File: config.mk
export PLATFORM = sky130hd
export DESIGN_NAME = fldx_unit
export DESIGN_NICKNAME = d
export VERILOG_FILES = /design/src/rtl/fldx_pkg.sv /design/src/rtl/fldx_decode.sv /design/src/rtl/fldx_maskgen.sv /design/src/rtl/fldx_merge.sv /design/src/rtl/fldx_test.sv /design/src/rtl/fldx_unit.sv
export SDC_FILE = /design/constraint.sdc
export NUM_CORES = 1
export LEC_CHECK = 0
export ABC_AREA = 1
export BUFFER_PORTS_ARGS = -buffer_cell sky130_fd_sc_hd__buf_2
export CAP_MARGIN = 0
export CORE_MARGIN = 4
export CORE_UTILIZATION = 40
export CTS_BUF_LIST = sky130_fd_sc_hd__clkbuf_4
export DETAILED_ROUTE_END_ITERATION = 10
export GPL_ROUTABILITY_DRIVEN = 0
export HOLD_SLACK_MARGIN = 0.05
export PLACE_DENSITY = 0.65
export SETUP_SLACK_MARGIN = 0.3
export SKIP_CTS_REPAIR_TIMING = 1
export SYNTH_ARGS = -nofsm -noshare
export SYNTH_HDL_FRONTEND = slang
export SYNTH_SLANG_ARGS = --single-unit
File: constraint.sdc
create_clock -name clk -period 3.9 [get_ports clk]
set_input_delay 0 -clock clk [delete_from_list [all_inputs] [get_ports clk]]
set_output_delay 0 -clock clk [all_outputs]
set_load 0.02 [all_outputs]
File: src/rtl/fldx_pkg.sv
// Shared definitions for the field merge / bit-test unit.
// Assumes the opcode base occupies the top nibble of the opcode.
package fldx_pkg;
    localparam int BASE_W = 4;

    localparam logic [BASE_W-1:0] BASE_MERGE = 4'h3;
    localparam logic [BASE_W-1:0] BASE_JZ    = 4'h4;
    localparam logic [BASE_W-1:0] BASE_JNZ   = 4'h5;

    typedef enum logic [1:0] {
        FOP_NONE  = 2'd0,
        FOP_MERGE = 2'd1,
        FOP_JZ    = 2'd2,
        FOP_JNZ   = 2'd3
    } fldx_op_e;
endpackage

File: src/rtl/fldx_decode.sv
// Opcode decoder: splits the opcode into an operation, a field length
// code and a position code. Assumes OPC_W = BASE_W + 2*FLD_W.
module fldx_decode
    import fldx_pkg::*;
#(
    parameter int FLD_W = 4,
    localparam int OPC_W = BASE_W + 2 * FLD_W
) (
    input  logic [OPC_W-1:0] opcode_i,
    output fldx_op_e         op_o,
    output logic [FLD_W-1:0] len_o,
    output logic [FLD_W-1:0] pos_o,
    output logic             bad_o
);
    logic [BASE_W-1:0] base;

    assign base  = opcode_i[OPC_W-1 -: BASE_W];
    assign len_o = opcode_i[2*FLD_W-1 -: FLD_W];
    assign pos_o = opcode_i[FLD_W-1:0];

    // Map the base nibble to an operation; unknown bases are flagged.
    always_comb begin
        bad_o = 1'b0;
        unique case (base)
            BASE_MERGE: op_o = FOP_MERGE;
            BASE_JZ:    op_o = FOP_JZ;
            BASE_JNZ:   op_o = FOP_JNZ;
            default: begin
                op_o  = FOP_NONE;
                bad_o = 1'b1;
            end
        endcase
    end
endmodule

File: src/rtl/fldx_maskgen.sv
// Mask generator: builds a run of len+1 ones starting at bit 0. It gives
// that run rotated by pos within DATA_W bits (for the merge) and shifted
// by pos into a 2*DATA_W word without wrap (for the field test).
module fldx_maskgen #(
    parameter int DATA_W = 16,
    localparam int FLD_W = $clog2(DATA_W)
) (
    input  logic [FLD_W-1:0]    len_i,
    input  logic [FLD_W-1:0]    pos_i,
    output logic [DATA_W-1:0]   rot_mask_o,
    output logic [2*DATA_W-1:0] wide_mask_o
);
    logic [DATA_W-1:0]   run;
    logic [2*DATA_W-1:0] doubled;

    // One comparator per bit: bit i is set when i <= len.
    for (genvar i = 0; i < DATA_W; i++) begin : g_run
        assign run[i] = (32'(i) <= 32'(len_i));
    end

    // Rotate via the upper half of a shifted doubled copy.
    always_comb begin
        doubled    = {run, run} << pos_i;
        rot_mask_o = doubled[2*DATA_W-1:DATA_W];
    end

    // Shift without wrap into the double-width test word.
    assign wide_mask_o = {{DATA_W{1'b0}}, run} << pos_i;
endmodule

File: src/rtl/fldx_merge.sv
// Merge datapath: rotates operand A left by pos and inserts it under the
// rotated mask into operand B. An immediate A keeps only its IMM_W low bits.
module fldx_merge #(
    parameter int DATA_W = 16,
    parameter int IMM_W  = 10,
    localparam int FLD_W = $clog2(DATA_W)
) (
    input  logic [DATA_W-1:0] a_i,
    input  logic [DATA_W-1:0] b_i,
    input  logic              a_imm_i,
    input  logic [FLD_W-1:0]  pos_i,
    input  logic [DATA_W-1:0] mask_i,
    output logic [DATA_W-1:0] res_o
);
    localparam logic [DATA_W-1:0] IMM_KEEP =
        {{(DATA_W-IMM_W){1'b0}}, {IMM_W{1'b1}}};

    logic [DATA_W-1:0]   a_eff;
    logic [2*DATA_W-1:0] a_dbl;
    logic [DATA_W-1:0]   a_rot;

    // Trim the immediate, rotate it, then select between the two sources.
    always_comb begin
        a_eff = a_imm_i ? (a_i & IMM_KEEP) : a_i;
        a_dbl = {a_eff, a_eff} << pos_i;
        a_rot = a_dbl[2*DATA_W-1:DATA_W];
        res_o = (a_rot & mask_i) | (b_i & ~mask_i);
    end
endmodule

File: src/rtl/fldx_test.sv
// Field test: masks the word {B, A} and decides whether a zero or a
// non-zero test branch is taken. Non-branch operations never report taken.
module fldx_test
    import fldx_pkg::*;
#(
    parameter int DATA_W = 16
) (
    input  logic [DATA_W-1:0]   a_i,
    input  logic [DATA_W-1:0]   b_i,
    input  logic [2*DATA_W-1:0] mask_i,
    input  fldx_op_e            op_i,
    output logic                taken_o
);
    logic field_zero;

    assign field_zero = ~|({b_i, a_i} & mask_i);

    // Pick the sense of the test from the operation.
    always_comb begin
        unique case (op_i)
            FOP_JZ:  taken_o = field_zero;
            FOP_JNZ: taken_o = ~field_zero;
            default: taken_o = 1'b0;
        endcase
    end
endmodule

File: src/rtl/fldx_unit.sv
// Top of the field merge / bit-test unit. Decode, mask generation, merge
// and field test are combinational; a single register stage drives all
// outputs, one cycle after in_valid. Synchronous active-low reset.
module fldx_unit
    import fldx_pkg::*;
#(
    parameter int DATA_W = 16,
    parameter int IMM_W  = 10,
    localparam int FLD_W = $clog2(DATA_W),
    localparam int OPC_W = BASE_W + 2 * FLD_W
) (
    input  logic              clk,
    input  logic              rst_n,
    input  logic              in_valid,
    input  logic [OPC_W-1:0]  opcode,
    input  logic [DATA_W-1:0] opnd_a,
    input  logic [DATA_W-1:0] opnd_b,
    input  logic              a_is_imm,
    output logic              out_valid,
    output logic              wr_en,
    output logic [DATA_W-1:0] wr_data,
    output logic              br_taken,
    output logic              illegal
);
    fldx_op_e            op;
    logic [FLD_W-1:0]    len;
    logic [FLD_W-1:0]    pos;
    logic                bad;
    logic [DATA_W-1:0]   rot_mask;
    logic [2*DATA_W-1:0] wide_mask;
    logic [DATA_W-1:0]   merged;
    logic                taken;

    fldx_decode #(.FLD_W(FLD_W)) u_dec (
        .opcode_i (opcode),
        .op_o     (op),
        .len_o    (len),
        .pos_o    (pos),
        .bad_o    (bad)
    );

    fldx_maskgen #(.DATA_W(DATA_W)) u_mask (
        .len_i       (len),
        .pos_i       (pos),
        .rot_mask_o  (rot_mask),
        .wide_mask_o (wide_mask)
    );

    fldx_merge #(.DATA_W(DATA_W), .IMM_W(IMM_W)) u_merge (
        .a_i     (opnd_a),
        .b_i     (opnd_b),
        .a_imm_i (a_is_imm),
        .pos_i   (pos),
        .mask_i  (rot_mask),
        .res_o   (merged)
    );

    fldx_test #(.DATA_W(DATA_W)) u_test (
        .a_i     (opnd_a),
        .b_i     (opnd_b),
        .mask_i  (wide_mask),
        .op_i    (op),
        .taken_o (taken)
    );

    // Output stage: qualify every result with in_valid and register it.
    always_ff @(posedge clk) begin
        if (!rst_n) begin
            out_valid <= 1'b0;
            wr_en     <= 1'b0;
            wr_data   <= '0;
            br_taken  <= 1'b0;
            illegal   <= 1'b0;
        end else begin
            out_valid <= in_valid;
            wr_en     <= in_valid && (op == FOP_MERGE);
            wr_data   <= (in_valid && (op == FOP_MERGE)) ? merged : '0;
            br_taken  <= in_valid && taken;
            illegal   <= in_valid && bad;
        end
    end
endmodule

==> results of run 1 <==
## worst max-delay path, cell delays in order
cell                            delay, ns
sky130_fd_sc_hd__buf_2               0.51
sky130_fd_sc_hd__inv_1               0.66
sky130_fd_sc_hd__nand3_1             0.35
sky130_fd_sc_hd__nand3_1             0.15
sky130_fd_sc_hd__nand3_1             0.12
sky130_fd_sc_hd__nand2_1             0.06
sky130_fd_sc_hd__nor2_1              0.09
sky130_fd_sc_hd__nand2_1             0.06
sky130_fd_sc_hd__nor2_1              0.13
sky130_fd_sc_hd__nand3_1             0.09
sky130_fd_sc_hd__nand2_1             0.06
sky130_fd_sc_hd__nor2_1              0.03
sky130_fd_sc_hd__dlygate4sd3_1       0.54
## worst max path at each step
| stage | startpoint | to | slack, ns | cells after the start |
|---|---|---|---|---|
| floorplan | opcode[6] | br_taken$_SDFF_PN0_ | 2.54 | 17 |
| global placement | opcode[2] | br_taken$_SDFF_PN0_ | 1.58 | 13 |
| detailed placement | opcode[2] | br_taken$_SDFF_PN0_ | 1.54 | 12 |
| CTS | opcode[2] | br_taken$_SDFF_PN0_ | 1.88 | 12 |
| global route | opcode[2] | br_taken$_SDFF_PN0_ | 0.91 | 15 |
| finish | opcode[2] | br_taken$_SDFF_PN0_ | 1.23 | 13 |
## cell families (layout without fill, tap and decap cells)
kind of cell | count (synthesis) | after routing | share of synthesized area (%)
flops | 20 | 20 | 15.0
compound gates | 104 | 104 | 21.0
mux | 4 | 4 | 1.50
simple gates | 319 | 319 | 50.7
buf+inv | 76 | 138 | 11.8
## layout by cell type (no fill, tap or decap), drive strengths merged
master,Yosys,layout
a21boi,4,4
nand3,83,83
nor2,28,28
bufinv,0,1
o211ai,1,1
nor3,4,4
a21oi,19,19
mux2i,4,4
a311oi,3,3
inv,46,46
nand2,195,195
nand4,9,9
a211oi,3,3
dlygate4sd3,0,21
dfxtp,20,20
buf,20,67
o21ai,69,69
clkbuf,10,3
a31oi,2,2
o21a,3,3
## stage by stage
step	area, µm²	hold WS (ns)	util [%]	worst slack [ns]	std cells
floorplan	2680	0.132	-	2.54	523
global placement	2960	0.242	46.1	1.58	637
detailed placement	2960	0.266	46.1	1.54	637
CTS	3020	-0.0600	47.0	1.88	641
global route	3230	0.0500	50.2	0.909	662
finish	3230	0.0198	50.2	1.23	662
## registers in the layout, summed over array words and instances (netlist names)
signal	flops
illegal	1
out_valid	1
wr_data	16
wr_en	1
br_taken	1
## per-layer routing
metal | track usage (%) | routed length, µm | up-vias
li1 | - | - | 1855
met1 | 29.7 | 4210 | 1627
met2 | 35.9 | 4190 | 174
met3 | 3.76 | 773 | 31
met4 | 8.81 | 333 | 0
met5 | 0 | 0 | -
## cell type report
class,instances,area (µm²),share of cell area [%]
Sequential cell,20,400,12.4
Tap cell,77,96.3,2.99
Clock inverter,1,30.0,0.931
Timing Repair Buffer,88,546,16.9
Inverter,46,173,5.35
Clock buffer,3,22.5,0.698
Multi-Input combinational cell,427,1960,60.7
## where the power goes
group / leakage, nW / internal [W] / switching (W) / total (W)
logic: 1.55 / 0.000108 / 0.000214 / 0.000323
clock network: 0.0279 / 0.000104 / 0.0000644 / 0.000168
registers: 0.162 / 0.000207 / 0.000000514 / 0.000207
total: 1.73 / 0.000419 / 0.000279 / 0.000698
==> results.md, run 1 <==
Pwr:
- Dividing total power by cell area gives a power density of 217 nW/µm².
- IR analysis of the VDD net gives a maximum drop of 117 µV.
- The analysis attributes to cell leakage a power of 1.73 nW.
- Power comes to 0.000698 W.

Routing:
- Summed over all layers, the routed wires come to 9510 µm.
- The final routed wire length divided by cell count is 14.4 µm.
- For this run, design rule violations remaining after detail routing come to 0.
- The number of antenna-violating nets in the routed design is 0.
- The DRC violation total after the first TritonRoute iteration is 337.
- The final route contains 3687 vias.
- The first detailed-routing pass took 5 iterations.
- The via count normalized by instance count is 5.57.

Clocking:
- The number of clock sinks is 20.
- The clock passes through at most 2 buffers.
- The cell sitting at the root of the clock tree is a sky130_fd_sc_hd__clkbuf_4.
- The number of buffers created by CTS is 3.
- The H-tree depth is 1.
- The clock transition at the registers of the reported paths is 0.12 ns.
- TritonCTS built the clock tree.

Logic synthesis:
- The biggest area consumer among synthesized cells is sky130_fd_sc_hd__nand2_1.
- The number of distinct library cells after synthesis is 27.
- sky130_fd_sc_hd__nand2_1 is the most common cell in the netlist.
- The sequential element share of the synthesized area is 15.0%.
- The most common flop cell mapped by yosys is sky130_fd_sc_hd__dfxtp_1.
- The average instance in the mapped netlist occupies 5.11 µm².
- In the synthesized netlist the async set-or-reset flop fraction comes to 0%.
- Summed over its instances, the top area cell type makes up 27.2% of the synthesized netlist area.
- Synthesis produced a netlist with a net count of 571.
- Synthesis produced 523 cells.
- The number of enable-type register cells in the synthesized netlist is 0.
- Yosys printed 0 warnings.
- The commonest cells after synthesis are 194 x sky130_fd_sc_hd__nand2_1, 82 x sky130_fd_sc_hd__nand3_1, 63 x sky130_fd_sc_hd__o21ai_0.
- In this run the cell area of the synthesized design comes to 2680 µm².
- The post-synthesis sequential element count is 20.
- After synthesis, the cell types taking the most area are sky130_fd_sc_hd__nand2_1 27%, sky130_fd_sc_hd__nand3_1 15%, sky130_fd_sc_hd__dfxtp_1 15%.

STA:
- The max-slew violation count was 0.
- Setup repair after global routing left no endpoint under its margin.
- In this run the tightest slew margin relative to its limit is 25.2%.
- For the pin with the worst max-slew slack, the measured transition is 1.12 ns.
- The final critical-path required period is 2.67 ns.
- Setup violations remaining at the end of the flow were counted as 0.
- Adding up every negative setup slack in the final design gives 0 ns.
- In the finished design, the share of the clock period the worst path needs comes to 68.5%.
- The final hold violation count came to 0.
- Based on the critical path, the design can be clocked at up to 374 MHz.

Floorplan:
- The floorplan step set the die height to 89.8 µm.
- The die footprint is 8060 µm².
- The count of pins on the block boundary is 68.
- The initial utilization of the core area, before any placement, comes to 41.7%.
- In this run the standard cell core region covers 6420 µm².
- In this run the horizontal extent of the chip is 89.8 µm.
- The floorplan has 29 rows.

Layout:
- After the last flow step, the layout net total stands at 634.
- The antenna diode instance count is 0.
- The filler cells instantiated in the layout total 692.
- Compared with the post-synthesis result, the final layout area differs by 20.6%.
- In the final layout, the share of cells above drive strength 1 is 14.0%.

Global routing:
- The global routing usage summed across all routing layers is 22.3%.
- Summed over all layers, the global routing overflow is 0.
- Entering global routing, the biggest net connects 42 pins.
- The first global-routing pass estimated 15300 µm of wire.
- The number of antenna violations at the first check in global routing is 0.
- The number of global-route vias before repair is 3310.

Worst setup path:
- STA classifies the critical path startpoint as a primary input.
- The data required time at the worst endpoint is 4.10 ns.
- The category of the critical setup timing path is in2reg.
- Data on the critical path arrives at its endpoint at 2.88 ns.
- The maximum fanout along the worst path is 39.
- The kind of capture point of the worst setup path is a flip-flop.

Min path:
- The start point of the worst min-delay path is opnd_b[6].
- The end point of the worst hold path is wr_data[6]$_SDFF_PN0_.
- The worst hold path class is in2reg.
- The number of cells on the worst hold path is 3.

Placement:
- The placed wire-length estimate is 7300 µm.
- During placement, the flow inserted port buffers numbering 67.

Job:
- Across the run, the number of max-cap violations was 0.

Outcome:
- The run finished with clean final reports.
Power figures use the tool's default switching activity.
==> run 2, diff against run 1 <==
==> constraint.sdc (replaced) <==
create_clock -name clk -period 2.6 [get_ports clk]
set_input_delay 0 -clock clk [delete_from_list [all_inputs] [get_ports clk]]
set_output_delay 0 -clock clk [all_outputs]
set_load 0.02 [all_outputs]
==> run 2 against run 1 <==
  * The flow now finishes with violations (hold timing)
  * First-iteration DRC count down 3.0%
  * Count of clock-buffer cells in the layout unchanged
  * Critical path depth down 4
  * Utilization down 0.078 points
  * Largest power group unchanged
==> results.md, run 2 (synthesized netlist as in run 1, its figures left out) <==
Pwr:
- The share of total power in the clock network was 24.1% (about the same).
- The sequential cell fraction of total power is 29.6% (was 29.7%).
- The leakage power of the design is 1.74 nW (was 1.73 nW).
- The net load switching power is 0.000422 W (was 0.000279 W).
- The portion of total power attributed to combinational logic came to 46.3% (was 46.2%).
- The total power is 0.00105 W (was 0.000698 W).
- The areal power density over the cells is 327 nW/µm² (was 217 nW/µm²).
- The worst ir drop on vdd came to 192 µV (was 117 µV).
- The internal power consumption came to 0.000630 W (was 0.000419 W).
- The share of total power consumed by net switching was 40.1% (was 40.0%).

Outcome:
- The checks that failed: hold timing.
- Outcome: finished, violations left (was complete, no violations).

Clocking:
- The number of clock sinks was 20 (unchanged).
- The clock transition at the registers of the reported paths is 0.11 ns (was 0.12 ns).
- The clock root buffer is sky130_fd_sc_hd__clkbuf_4 (unchanged).
- The H-tree depth is 1 (unchanged).
- The maximum number of buffers from clock root to sink is 2 (unchanged).
- The number of buffers created by CTS is 3 (unchanged).
- The TritonCTS clock tree is yes (unchanged).

Floorplan:
- The number of core rows came to 29 (unchanged).
- The initial standard-cell utilization of the core is 41.7% (unchanged).
- The die extent in y is 89.8 µm (unchanged).
- The die footprint is 8060 µm² (unchanged).
- The count of pins on the block boundary is 68 (unchanged).
- The chip width is 89.8 µm (unchanged).
- The floorplan core area is 6420 µm² (unchanged).

Min path:
- The worst hold path class was in2reg (unchanged).
- The number of cells on the worst hold path is 3 (unchanged).

Global routing:
- The number of global-route vias before repair is 3293 (was 3310).
- The total global routing overflow came to 0 (unchanged).
- The number of antenna violations at the first check in global routing is 0 (unchanged).
- The global routing usage summed across all routing layers was 22.9% (was 22.3%).
- The largest net degree at the start of global routing is 41 (was 42).
- The wire length of the first global-routing pass is 15600 µm (was 15300 µm).

Layout:
- The final instance count without filler cells is 663 (was 662).
- The final cell utilization of the core is 50.1% (was 50.2%).
- The layout overhead on the synthesized area is 20.4% (was 20.6%).
- The share of post-route cells with drive strength above 1 is 15.0% (was 14.0%).
- The antenna diode instance count is 0 (unchanged).
- The register name with the most flops is wr_data (unchanged).
- The commonest non-fill, non-tap cell in the layout was sky130_fd_sc_hd__nand2_1 (unchanged).
- Most frequent cells in the layout: 194 x sky130_fd_sc_hd__nand2_1, 82 x sky130_fd_sc_hd__nand3_1, 67 x sky130_fd_sc_hd__buf_2 (unchanged).
- The post-layout net count is 635 (was 634).
- The flip-flop count of the largest register after layout came to 16 (unchanged).

Routing:
- The via count normalized by instance count is 5.54 (was 5.57).
- The DRC violations left was 0 (unchanged).
- The number of antenna-violating nets in the routed design is 0 (unchanged).
- The DRC violation total after the first TritonRoute iteration was 327 (was 337).
- The final routed wire length divided by cell count is 14.5 µm (was 14.4 µm).
- The detailed-route via count came to 3672 (was 3687).
- The total wirelength of the detailed-routed design is 9590 µm (was 9510 µm).
- The number of optimization iterations in the first detailed-route pass is 5 (unchanged).

STA:
- After layout, the worst path uses 72.6% of the clock period.
- RSZ-0062 raised after global routing: false (unchanged).
- The actual transition at the worst max-transition pin is 0.803 ns (was 1.12 ns).
- The timing-limited maximum frequency is 530 MHz.
- The final critical-path required period is 1.89 ns.
- The final hold violation count is 1 (was 0).
- The max-slew violation count is 0 (unchanged).
- The worst setup slack after layout is 0.713 ns (was 1.23 ns).
- The final-layout setup total negative slack is 0 ns (unchanged).
- The final setup violation count is 0 (unchanged).
- The worst hold slack after final layout came to -0.00448 ns (was 0.0198 ns).
- The worst max-slew margin expressed relative to the limit was 46.4% (was 25.2%).

Placement:
- The placed wire-length estimate is 7560 µm (was 7300 µm).
- The count of input and output buffers came to 67 (unchanged).
- The instance count after placement with tap cells included is 643 (was 637).
- The minimum setup slack after placement is 0.549 ns (was 1.54 ns).

Worst setup path:
- The cell with the biggest individual delay on the critical path is sky130_fd_sc_hd__dlygate4sd3_1 (was sky130_fd_sc_hd__inv_1).
- The maximum fanout along the worst path was 11 (was 39).
- The kind of capture point of the worst setup path is a flip-flop (unchanged).
- The delay of the slowest cell on the worst path is 0.56 ns (was 0.66 ns).
- Critical Path, Cell by Cell: dlygate4sd3_1, buf_2, nand2_1, dlygate4sd3_1, inv_1, nand2_1, inv_1, o21ai_0, a31oi_1 (was buf_2, inv_1, nand3_1, nand3_1, nand3_1, nand2_1, nor2_1, nand2_1, nor2_1, nand3_1, nand2_1, nor2_1, dlygate4sd3_1).
- The arrival time at the worst endpoint is 2.12 ns (was 2.88 ns).
- The category of the critical setup timing path was in2reg (unchanged).
- The data required time at the worst endpoint was 2.83 ns (was 4.10 ns).
- The kind of launch point of the worst setup path is a primary input (unchanged).

Job:
- The number of max-cap violations is 0 (unchanged).
-- run 2: stage by stage --
stage | hold WS [ns] | area [µm²]
after floorplan | 0.132 | 2680
after global placement | 0.240 | 3010
after detailed placement | 0.259 | 3010
after CTS | -0.0613 | 3060
after global routing | 0.0638 | 3220
final | -0.00448 | 3220
-- run 2: path summary, 6_finish.rpt --
kind / startpoint / to / slack [ns]
worst max-delay path: in_valid / wr_data[9]$_SDFF_PN0_ / 0.71
worst min-delay path: opnd_b[14] / wr_data[14]$_SDFF_PN0_ / -0.004
-- run 2: critical path: cells and delay by family --
family	cells	cell delay, ns
and+or+nand+nor	2	0.26
buffers and inverters	5	1.55
AOI/OAI and AO/OA	2	0.30
-- run 2: power groups by stage --
stage	clock [W]	sequential [W]	combinational [W]
6_report	0.000254	0.000311	0.000487
5_1_grt	0.000266	0.000312	0.000549
4_1_cts	0.000254	0.000311	0.000457
3_5_place_dp	0	0.000318	0.000455
3_3_place_gp	0	0.000318	0.000452
2_1_floorplan	0	0.000324	0.000317
-- run 2: final cells by class --
class                      count  area [µm²]
clock buffer                   3        22.5
clock inverter                 1        30.0
fill                         663        3200
inverter                      46         173
multi-input combinational    427        1960
sequential                    20         400
tap                           77        96.3
timing repair buffer          89         541
-- run 2: metal layers --
layer	vias to the layer above	part of all wire [%]	track usage [%]
li1	1848	-	-
met1	1610	44	30.2
met2	190	45	37.7
met3	24	8.9	4.51
met4	0	2.4	7.02
met5	-	0	0
